[config.mk]
export PLATFORM = sky130hd
export DESIGN_NAME = hslot_timer
export DESIGN_NICKNAME = d
export VERILOG_FILES = /design/src/rtl/hslot_timer.sv
export SDC_FILE = /design/constraint.sdc
export NUM_CORES = 1
export LEC_CHECK = 0
export CAP_MARGIN = 20
export CORE_MARGIN = 3
export CORE_UTILIZATION = 56
export DETAILED_ROUTE_END_ITERATION = 7
export PLACE_DENSITY = 0.81
export SETUP_SLACK_MARGIN = 0.15
export SYNTH_ARGS = -nofsm -noshare
export SYNTH_HDL_FRONTEND = slang
export SYNTH_SLANG_ARGS = --single-unit
[constraint.sdc]
create_clock -name clk -period 4.3 [get_ports clk]
set_input_delay 0.86 -clock clk [delete_from_list [all_inputs] [get_ports clk]]
set_output_delay 0.86 -clock clk [all_outputs]
set_load 0.02 [all_outputs]
[src/rtl/hslot_timer.sv]
module hslot_timer #(
  parameter int TICKS_WIDE   = 16,
  parameter int TICKS_NARROW = 20
) (
  input  logic       clk,
  input  logic       rst,
  input  logic       mclk_en,
  input  logic       wide_sel,
  input  logic       legacy_sel,
  output logic [7:0] slot,
  output logic       line_adv,
  output logic       vblank_chk,
  output logic       vint_slot,
  output logic       hsync,
  output logic       hblank,
  output logic [1:0] slot_kind
);
  localparam int TICK_MAX = (TICKS_NARROW > TICKS_WIDE) ? TICKS_NARROW : TICKS_WIDE;
  localparam int TW = $clog2(TICK_MAX);
  localparam logic [1:0] M_NARROW = 2'd0, M_WIDE = 2'd1, M_LEGACY = 2'd2;
  localparam logic [1:0] K_FETCH = 2'd0, K_SPRITE = 2'd1, K_EXT = 2'd2, K_NONE = 2'd3;

  logic [1:0]    mode_q;
  logic [TW-1:0] tick_q;
  logic [7:0]    slot_nx;

  wire [1:0]    mode_in   = legacy_sel ? M_LEGACY : (wide_sel ? M_WIDE : M_NARROW);
  wire [TW-1:0] last_tick = (mode_q == M_WIDE) ? TW'(TICKS_WIDE - 1) : TW'(TICKS_NARROW - 1);
  wire          adv       = mclk_en && (tick_q == last_tick);
  wire [1:0]    mode_nx   = (slot_nx == 8'd0) ? mode_in : mode_q;

  always_comb begin
    if (slot == 8'd255)                          slot_nx = 8'd0;
    else if (mode_q != M_WIDE && slot == 8'd147) slot_nx = 8'd233;
    else                                         slot_nx = slot + 8'd1;
  end

  function automatic logic [6:0] decode(input logic [1:0] m, input logic [7:0] s);
    logic la, vb, vi, hs, hb;
    logic [1:0] k;
    la = (m == M_WIDE) ? (s == 8'd165) : (m == M_LEGACY) ? (s == 8'd249) : (s == 8'd132);
    vb = (m == M_WIDE) ? (s == 8'd167) : (m == M_NARROW) ? (s == 8'd134) : 1'b0;
    vi = (m == M_LEGACY) ? (s == 8'd4) : (s == 8'd255);
    hs = (m == M_WIDE) ? (s >= 8'd230 && s <= 8'd246) : (s >= 8'd236 && s <= 8'd248);
    hb = (m == M_WIDE) ? (s >= 8'd178) : (s >= 8'd233);
    if (m == M_WIDE)
      k = K_NONE;
    else if (m == M_LEGACY) begin
      if ((s >= 8'd133 && s <= 8'd136) || (s >= 8'd234 && s <= 8'd238) || s == 8'd251 || s == 8'd252)
        k = K_EXT;
      else if (s >= 8'd5 && s <= 8'd132)
        k = K_FETCH;
      else
        k = K_SPRITE;
    end else begin
      if (s == 8'd129 || s == 8'd130 || s == 8'd145 || s == 8'd243)
        k = K_EXT;
      else if (s >= 8'd1 && s <= 8'd128)
        k = K_FETCH;
      else
        k = K_SPRITE;
    end
    return {la, vb, vi, hs, hb, k};
  endfunction

  always_ff @(posedge clk) begin
    if (rst) begin
      slot   <= 8'd0;
      tick_q <= '0;
      mode_q <= mode_in;
      {line_adv, vblank_chk, vint_slot, hsync, hblank, slot_kind} <= decode(mode_in, 8'd0);
    end else if (mclk_en) begin
      if (adv) begin
        tick_q <= '0;
        slot   <= slot_nx;
        mode_q <= mode_nx;
        {line_adv, vblank_chk, vint_slot, hsync, hblank, slot_kind} <= decode(mode_nx, slot_nx);
      end else begin
        tick_q <= tick_q + 1'b1;
      end
    end
  end
endmodule

==> results of run 1 <==
-- worst max-delay path: stages (launching register included) --
cell and delay, ns:
dfxtp_1 0.54, ha_1 0.34, nand3_2 0.13, or3_1 0.53, o21a_4 0.19, or3_4 0.34, or3_1 0.49, mux2i_1 0.18
or4_1 0.55, a22o_1 0.19
-- logic make-up after synthesis --
family / Yosys count
XOR/XNOR: 9
AO/OA/AOI/OAI: 53
multiplexers: 8
adder cells (fa/ha/maj): 2
flip-flops: 22
buffers and inverters: 16
AND/OR/NAND/NOR: 111
-- synthesized netlist by cell type, types with 4 or more instances --
cell type  instances  area share
clkbuf_1           5       0.011
buf_2              4       0.012
nand3_1           12       0.036
nor2_1            25       0.055
or4_1              4       0.018
o21ai_0            7       0.021
nand2_1           26       0.058
a21oi_1           18       0.053
or3_1              7       0.026
nor3_1             6       0.018
xnor2_1            7       0.036
dfxtp_1           18        0.21
nand2b_1           5       0.018
mux2i_1            5       0.030
edfxtp_1           4       0.071
nor2b_1            4       0.015
nor4_1             7       0.026
-- per-stage QoR --
| step | area (µm²) | instances | hold slack, ns |
|---|---|---|---|
| global route | 1919 | 263 | 0.5058 |
| global placement | 1867 | 259 | 0.4395 |
| CTS | 1919 | 263 | 0.4747 |
| detailed placement | 1867 | 259 | 0.4556 |
| finish | 1919 | 263 | 0.4685 |
| floorplan | 1692 | 221 | 0.4621 |
-- metal layers --
metal,track usage,vias up,share of wire
met5,0,-,0
met4,0.1300,0,0.032
met3,0.05957,17,0.090
met2,0.4076,109,0.45
met1,0.3452,815,0.43
li1,-,829,-
-- state kept, by name, summed over array words and instances (netlist names) --
register,flops
slot_kind,2
hblank,1
mode_q,2
slot,8
vint_slot,1
line_adv,1
vblank_chk,1
tick_q,5
hsync,1
-- layout make-up --
type	instances	area, µm²
Multi-Input combinational cell	183	1135
Fill cell	253	909.6
Sequential cell	22	480.5
Timing Repair Buffer	21	205.2
Tap cell	31	38.79
Clock inverter	1	30.03
Clock buffer	3	22.52
Inverter	2	7.507
-- where the power goes --
group | switching, W | internal [W] | total [W]
Sequential | 0.00000410 | 0.000215 | 0.000219
Combinational | 0.0000183 | 0.0000161 | 0.0000344
Clock | 0.0000719 | 0.0000943 | 0.000166
Total | 0.0000943 | 0.000326 | 0.000420
-- path summary, 6_finish.rpt --
| kind | endpoint | cells past startpoint | slack (ns) | start |
|---|---|---|---|---|
| hold / removal | vint_slot | 2 | 0.47 | vint_slot |
| setup / recovery | slot_kind[1] | 9 | 0.60 | slot[0] |
| hold reg to reg | vint_slot | 2 | 0.47 | vint_slot |
| setup reg to reg | slot_kind[1] | 9 | 0.60 | slot[0] |
==> impl_metrics.toml, run 1 <==
[cts]
cts-root-buf = "clkbuf_4"
clock-sinks = 22
cts_inserted_buffers = 3
cts.htree.levels = 1
post_cts_resize_count = 0
maximum_clock_path_buffer_count = 2
cts_hold_repair.buffers = 0
clk_latency_ns = 0.32
cts_tree = "built"
count_of_buffers_added_by_post_cts_timing_repair_for_setup = 0
clk_pin_slew_worst_paths_ns = 0.14

[timing]
max_clock_freq_mhz = 270.5
maxSlewViolCount = 0
timing.final.ws_setup_ns = 0.6031
fin_worst_skew_ns = 0.004447
finalCriticalPeriod_ns = 3.697
report.final.hold_viol_count = 0
setup_viol = 0
setup_tns_ns = 0
timing.slew.headroom = 0.4591
timing.final.crit_share = 0.8597
grt_setup_unrepaired = "false"
timing_worst_slew_pin_value_ns = 0.8029

[synthesis]
post_synth_inst_count = 221
synth_adder_area_share = 0.01479
syn_avg_cell_area_um2 = 7.654
synth-simple-area-share = 0.3454
synth_compound_gate_area_share = 0.2123
synth.area.mux_share = 0.05178
synth_sequential_area_ratio = 0.2840
async_reset_ff_frac = 0
combined_area_of_all_synthesized_cells_um2 = 1692
synth_edf_count = 4
synthFlopType = "dfxtp_1"
synth_seq_cells = 22
nets_in_the_synthesized_netlist = 228
yosys.area_share.xor_xnor = 0.04660
netlist-cell-type-count = 56
yosys_warnings = 0
synth_top_family_by_area = "simple AND/OR/NAND/NOR gates"

[placement]
gpl.final_weighted_congestion = 1.012
dp_hpwl_mm = 3.279
io_buffer_count = 19
place_ws_ns = 0.6558

[global_route]
grt_antenna_before_repair = 0
grt_start_max_net_pins = 22
global_route.overflow_total = 0
groute.usage.overall = 0.2640
global_route_wire_length_before_repair_mm = 7.465
first_global_vias = 1637

[floorplanning]
boundaryPins = 20
die_width_um = 60.96
core_region_area_um2 = 2829
start_util = 0.5980
die_area_um2 = 3716
die_y_um = 60.96
row_count = 19

[power_and_ir_drop]
design_power_total_w = 0.0004200
vdd.ir_drop.worst_uv = 132.1
power_per_cell_area_nw_per_um2 = 218.8
power.leakage_nw = 0.6466

[final_layout]
drive_gt1_frac = 0.08621
nNetsFinal = 240
commonest_cells_after_routing_fill_and_taps_aside = "26 x nand2_1, 25 x nor2_1, 19 x clkdlybuf4s50_1"
most_common_library_cell_in_the_layout_ignoring_fill_and_taps = "nand2_1"
num_antenna_cells = 0
layout_area_overhead_pct = 13.46
final_util = 0.6785

[worst_setup_path]
critical_path_arrival_ns = 3.79
timing.critical_path.to_type = "flop"
start_kind = "flop"
critPathMaxFanout = 9
worst-endpoint-required_ns = 4.40
worst-setup-path-type = "flop to flop"

[min_path]
hp-class = "flop to flop"

[route]
avgViaCountPerCell = 6.730
vias = 1770
drtIter0Drc = 151
route.detailed.drc = 0
drtAntennaViolNets = 0
detailed_routing_iteration_count_for_the_pre_antenna_repair_pass = 4
avgRoutedWirePerCell_um = 17.27
drt_wl_total_mm = 4.543

[outcome]
status = "completed"

[run]
max_cap_viols = 0
(Power assumes the default switching activity.)
==> run 2: changes to the inputs <==
Settings changed: ABC_AREA from default to 1, CORE_MARGIN 3 to 8, GPL_TIMING_DRIVEN from default to 0, PLACE_DENSITY 0.81 to 0.8.
==> impl_metrics.toml, run 2 <==
[outcome]
status = "completed"

[cts]
cts-root-buf = "clkbuf_4"
clock-sinks = 22
cts.htree.levels = 1
clk_pin_slew_worst_paths_ns = 0.13
maximum_clock_path_buffer_count = 2
cts_inserted_buffers = 3
clk_latency_ns = 0.33
count_of_buffers_added_by_post_cts_timing_repair_for_setup = 0
cts_tree = "built"
cts_hold_repair.buffers = 0
post_cts_resize_count = 0

[final_layout]
layout_top_registers = "slot (8), tick_q (5)"
num_antenna_cells = 0
nNetsFinal = 303
max_flop_register = "slot"
filler_cell_count = 294
final_util = 0.6836
most_common_library_cell_in_the_layout_ignoring_fill_and_taps = "nand2_1"
layout_area_overhead_pct = 16.64
largest_reg_flops = 8
drive_gt1_frac = 0.1661
commonest_cells_after_routing_fill_and_taps_aside = "68 x nand2_1, 32 x nand3_1, 26 x inv_1, 26 x nor2_1, 19 x clkdlybuf4s50_1"

[worst_setup_path]
timing.critical_path.to_type = "flop"
start_kind = "input port"
critPathMaxFanout = 13
critPathMaxStageDelay_ns = 0.56
critical_path_arrival_ns = 2.94
worst-setup-path-type = "input port to flop"
buffering_stage_count_on_the_worst_path_with_inverters_included = 2
path_delay_family = "buffers and inverters"
worst-endpoint-required_ns = 4.33
crit_path_cell_trace = "clkdlybuf4s50_1 -> nand2_1 -> nor2_1 -> nand2_1 -> o31ai_2 -> nor2_1 -> inv_2"
timing.critical_path.slowest_stage_cell = "o31ai_2"

[synthesis]
post-synth-top-area-cell = "dfxtp_1"
ys_top_cells_by_count = "68 x nand2_1, 32 x nand3_1, 26 x inv_1, 26 x nor2_1, 18 x dfxtp_1"
post_synth_inst_count = 272
async_reset_ff_frac = 0
synth_edf_count = 4
yosys_warnings = 0
cell_with_the_most_instances_after_synthesis = "nand2_1"
netlist_top_cells_area = "dfxtp_1 20%, nand2_1 14%, nand3_1 9.0%"
combined_area_of_all_synthesized_cells_um2 = 1789
nets_in_the_synthesized_netlist = 279
synth_seq_cells = 22
syn_avg_cell_area_um2 = 6.578
synthFlopType = "dfxtp_1"
netlist.area_leader.share = 0.2014
netlist-cell-type-count = 33
synth_sequential_area_ratio = 0.2685

[floorplanning]
die_y_um = 72.53
die_width_um = 72.53
die_area_um2 = 5260
core_region_area_um2 = 3053
start_util = 0.5861
row_count = 20
boundaryPins = 20

[route]
route.detailed.drc = 0
detailed_routing_iteration_count_for_the_pre_antenna_repair_pass = 4
vias = 1846
drtAntennaViolNets = 0
drtIter0Drc = 177
drt_wl_total_mm = 4.556
avgViaCountPerCell = 5.445
avgRoutedWirePerCell_um = 13.44

[global_route]
global_route_wire_length_before_repair_mm = 7.652
grt_start_max_net_pins = 14
grt_busiest_layer = "met2"
grt_util_met3 = 0.03581
global_route.overflow_total = 0
first_global_vias = 1653
globalRouteMet1Util = 0.2346
grt_antenna_before_repair = 0
groute.usage.overall = 0.1815
global_route_met2_usage = 0.2843

[timing]
finalCriticalPeriod_ns = 2.916
maxSlewViolCount = 0
setup_tns_ns = 0
setup_viol = 0
timing_worst_slew_pin_value_ns = 0.6697
fin_worst_skew_ns = 0.006541
grt_setup_unrepaired = "false"
timing.slew.headroom = 0.5509
report.final.hold_viol_count = 0
timing.final.crit_share = 0.6782
max_clock_freq_mhz = 342.9

[run]
max_cap_viols = 0

[placement]
dp_hpwl_mm = 3.471
io_buffer_count = 19
gpl.final_weighted_congestion = 0.9546

[power_and_ir_drop]
power.leakage_nw = 0.9142
vdd.ir_drop.worst_uv = 123.8
power_per_cell_area_nw_per_um2 = 205.2

[min_path]
hp-class = "flop to flop"
run 2: cells by family after synthesis:
group | after synthesis | synth area share
DFF | 22 | 0.2685
buffers and inverters | 35 | 0.07412
adders and majority gates | 2 | 0.01398
xor gates and xnor gates | 2 | 0.009792
and+or+nand+nor | 176 | 0.5203
AOI/OAI and AO/OA | 35 | 0.1133
run 2: tightest hold or removal path: cells and delay by family, from the launching register on:
kind	cells	cell delay (ns)
flops	1	0.34
simple gates	2	0.10
run 2: final cells by class:
type                       instances  area (µm²)  area share
timing repair buffer              19       190.2     0.09113
tap                               44       55.05     0.02638
inverter                          34       127.6     0.06115
clock inverter                     1       30.03     0.01439
multi-input combinational        215        1176      0.5636
sequential                        22       480.5      0.2302
clock buffer                       3       22.52     0.01079
buffer                             1       5.005    0.002398
run 2: path summary, 6_finish.rpt:
| kind | start | to | slack [ns] | cells after the start |
|---|---|---|---|---|
| min | hblank | hblank | 0.47 | 2 |
| max | mclk_en | mode_q[1] | 1.38 | 7 |
| max reg2reg | slot[1] | slot_kind[0] | 1.79 | 13 |
| min reg2reg | hblank | hblank | 0.47 | 2 |
run 2: through the flow:
| stage | area [µm²] | hold WS [ns] | cells | worst slack (ns) | total power, W |
|---|---|---|---|---|---|
| after global placement | 2034 | 0.4389 | 335 | 1.032 | 0.0002632 |
| after detailed placement | 2034 | 0.4438 | 335 | 1.011 | 0.0002642 |
| after global routing | 2087 | 0.5073 | 339 | 1.184 | 0.0004451 |
| final | 2087 | 0.4668 | 339 | 1.384 | 0.0004283 |
| after floorplan | 1789 | 0.4542 | 272 | 2.006 | 0.0002492 |
| after CTS | 2087 | 0.4656 | 339 | 1.373 | 0.0004301 |
run 2: metal layers:
layer  share of wire  vias to the layer above
li1                -                      950
met1            0.45                      812
met2            0.45                       75
met3           0.078                        9
met4           0.024                        0
met5               0                        -
run 2: where the power goes:
part | total, W | switching, W | internal [W]
sequential | 0.000218 | 0.00000278 | 0.000215
clock | 0.000168 | 0.0000735 | 0.0000944
combinational | 0.0000426 | 0.0000272 | 0.0000154
==> run 3: changes to the inputs <==
Clock period 4.3 ns to 2.9 ns, I/O delays scaled along.
==> impl_metrics.toml, run 3 (same netlist as run 2, synthesis figures left out) <==
[route]
avgRoutedWirePerCell_um = 13.57
m1WireLength_mm = 2.158
drt_wl_total_mm = 4.600
route.met3.wl_um = 285
avgViaCountPerCell = 5.378
drtAntennaViolNets = 0
route.detailed.drc = 0
detailed_routing_iteration_count_for_the_pre_antenna_repair_pass = 4
met2_length_mm = 2.055
highest_layer = "met4"
drtIter0Drc = 173
vias = 1823

[global_route]
grt_antenna_before_repair = 0
global_route.overflow_total = 0
global_route_wire_length_before_repair_mm = 7.652
first_global_vias = 1653
groute.usage.overall = 0.1815
grt_start_max_net_pins = 14

[final_layout]
layoutNonFillerInstCount = 339
layout_area_overhead_pct = 17.20
most_common_library_cell_in_the_layout_ignoring_fill_and_taps = "nand2_1"
nNetsFinal = 303
num_antenna_cells = 0
final_util = 0.6869
commonest_cells_after_routing_fill_and_taps_aside = "68 x nand2_1, 32 x nand3_1, 26 x inv_1, 26 x nor2_1, 19 x clkdlybuf4s50_1"
layout_top_registers = "slot (8), tick_q (5)"
largest_reg_flops = 8
drive_gt1_frac = 0.1695
max_flop_register = "slot"

[floorplanning]
start_util = 0.5861
row_count = 20
die_y_um = 72.53
boundaryPins = 20
die_area_um2 = 5260
core_region_area_um2 = 3053
die_width_um = 72.53

[worst_setup_path]
timing.reg2reg.worst_path_depth = 14
timing.critical_path.from = "slot[0]"
critPathMaxStageDelay_ns = 0.42
crit_top_cell = "nand2_4"
worst-setup-path-type = "flop to flop"
timing.critical_path.slowest_stage_cell = "dfxtp_1"
reg2reg_to = "slot_kind[0]"
timing.critical_path.to_type = "flop"
critPathMaxFanout = 6
crit_path_cell_trace = "ha_1 -> nand2_1 -> nor2_1 -> nand3_2 -> nand3_1 -> nand2_4 -> nor2_8 -> nand2_4 -> nand2_2 -> nand2_4 -> nand2_4 -> nand2_2 -> a31oi_1 -> nand2_1"
start_kind = "flop"
r2r_slack_ns = 0.42
critical_path_arrival_ns = 2.58
worst-endpoint-required_ns = 3.00
crit_end = "slot_kind[0]"
r2r_start = "slot[0]"

[placement]
gpl.final_weighted_congestion = 0.9546
io_buffer_count = 19
dp_hpwl_mm = 3.471
place_ws_ns = -0.1090
dpl.cell_count = 335

[cts]
clock-sinks = 22
count_of_buffers_added_by_post_cts_timing_repair_for_setup = 0
post_cts_resize_count = 0
cts_inserted_buffers = 3
clk_pin_slew_worst_paths_ns = 0.14
clk_latency_ns = 0.33
cts-root-buf = "clkbuf_4"
cts.htree.levels = 1
cts_tree = "built"
maximum_clock_path_buffer_count = 2
cts_hold_repair.buffers = 0

[timing]
grt_setup_unrepaired = "false"
max_clock_freq_mhz = 403.3
finalCriticalPeriod_ns = 2.480
maxSlewViolCount = 0
timing.slew.headroom = 0.6095
timing.final.crit_share = 0.8551
timing_worst_slew_pin_value_ns = 0.5835
fin_worst_skew_ns = 0.005490
timing.final.ws_setup_ns = 0.4202
report.final.hold_viol_count = 0
setup_viol = 0

[power_and_ir_drop]
vdd.ir_drop.worst_uv = 185.2
design_power_total_w = 0.0006387
power.leakage_nw = 0.9156
power_per_cell_area_nw_per_um2 = 304.6

[run]
max_cap_viols = 0

[outcome]
status = "completed"

[min_path]
hp-class = "flop to flop"
==> run 3: layer usage <==
layer	track usage	vias to the layer above
li1	-	952
met1	0.2346	802
met2	0.2843	61
met3	0.03581	8
met4	0.07556	0
met5	0	-
==> run 3: area by class of cell <==
type	count	area (µm²)
buffer	1	5.005
clock buffer	3	22.52
clock inverter	1	30.03
fill	295	955.9
inverter	34	127.6
multi-input combinational	215	1185
sequential	22	481.7
tap	44	55.05
timing repair buffer	19	190.2
==> run 3: through the flow <==
stage	cell area [µm²]	hold WS [ns]	TNS (ns)
floorplan	1789	0.4542	0
global placement	2034	0.4389	-0.3522
detailed placement	2034	0.4438	-0.5358
CTS	2087	0.4656	0
global route	2097	0.5073	0
finish	2097	0.4641	0
==> run 3: critical path, delay by kind of cell (launching register included) <==
family | cells | cell delay [ns]
AND/OR/NAND/NOR | 12 | 1.42
flip-flops | 1 | 0.42
adder cells (fa/ha/maj) | 1 | 0.25
AO/OA/AOI/OAI | 1 | 0.14
==> run 3: worst min-delay path by stage <==
stage	start	end	slack (ns)	cells after the start
after floorplan	tick_q[1]	tick_q[1]	0.45	2
final	hblank	hblank	0.46	2
after detailed placement	hblank	hblank	0.44	2
after global placement	hblank	hblank	0.44	2
after CTS	hblank	hblank	0.47	2
after global routing	hblank	hblank	0.51	2
==> run 3: where the power goes <==
part           switching (W)  total (W)  internal [W]  leakage [nW]
combinational      0.0000406  0.0000635     0.0000228         0.703
sequential        0.00000408   0.000323      0.000319         0.185
clock               0.000112   0.000252      0.000140        0.0279
total               0.000157   0.000639      0.000482         0.916
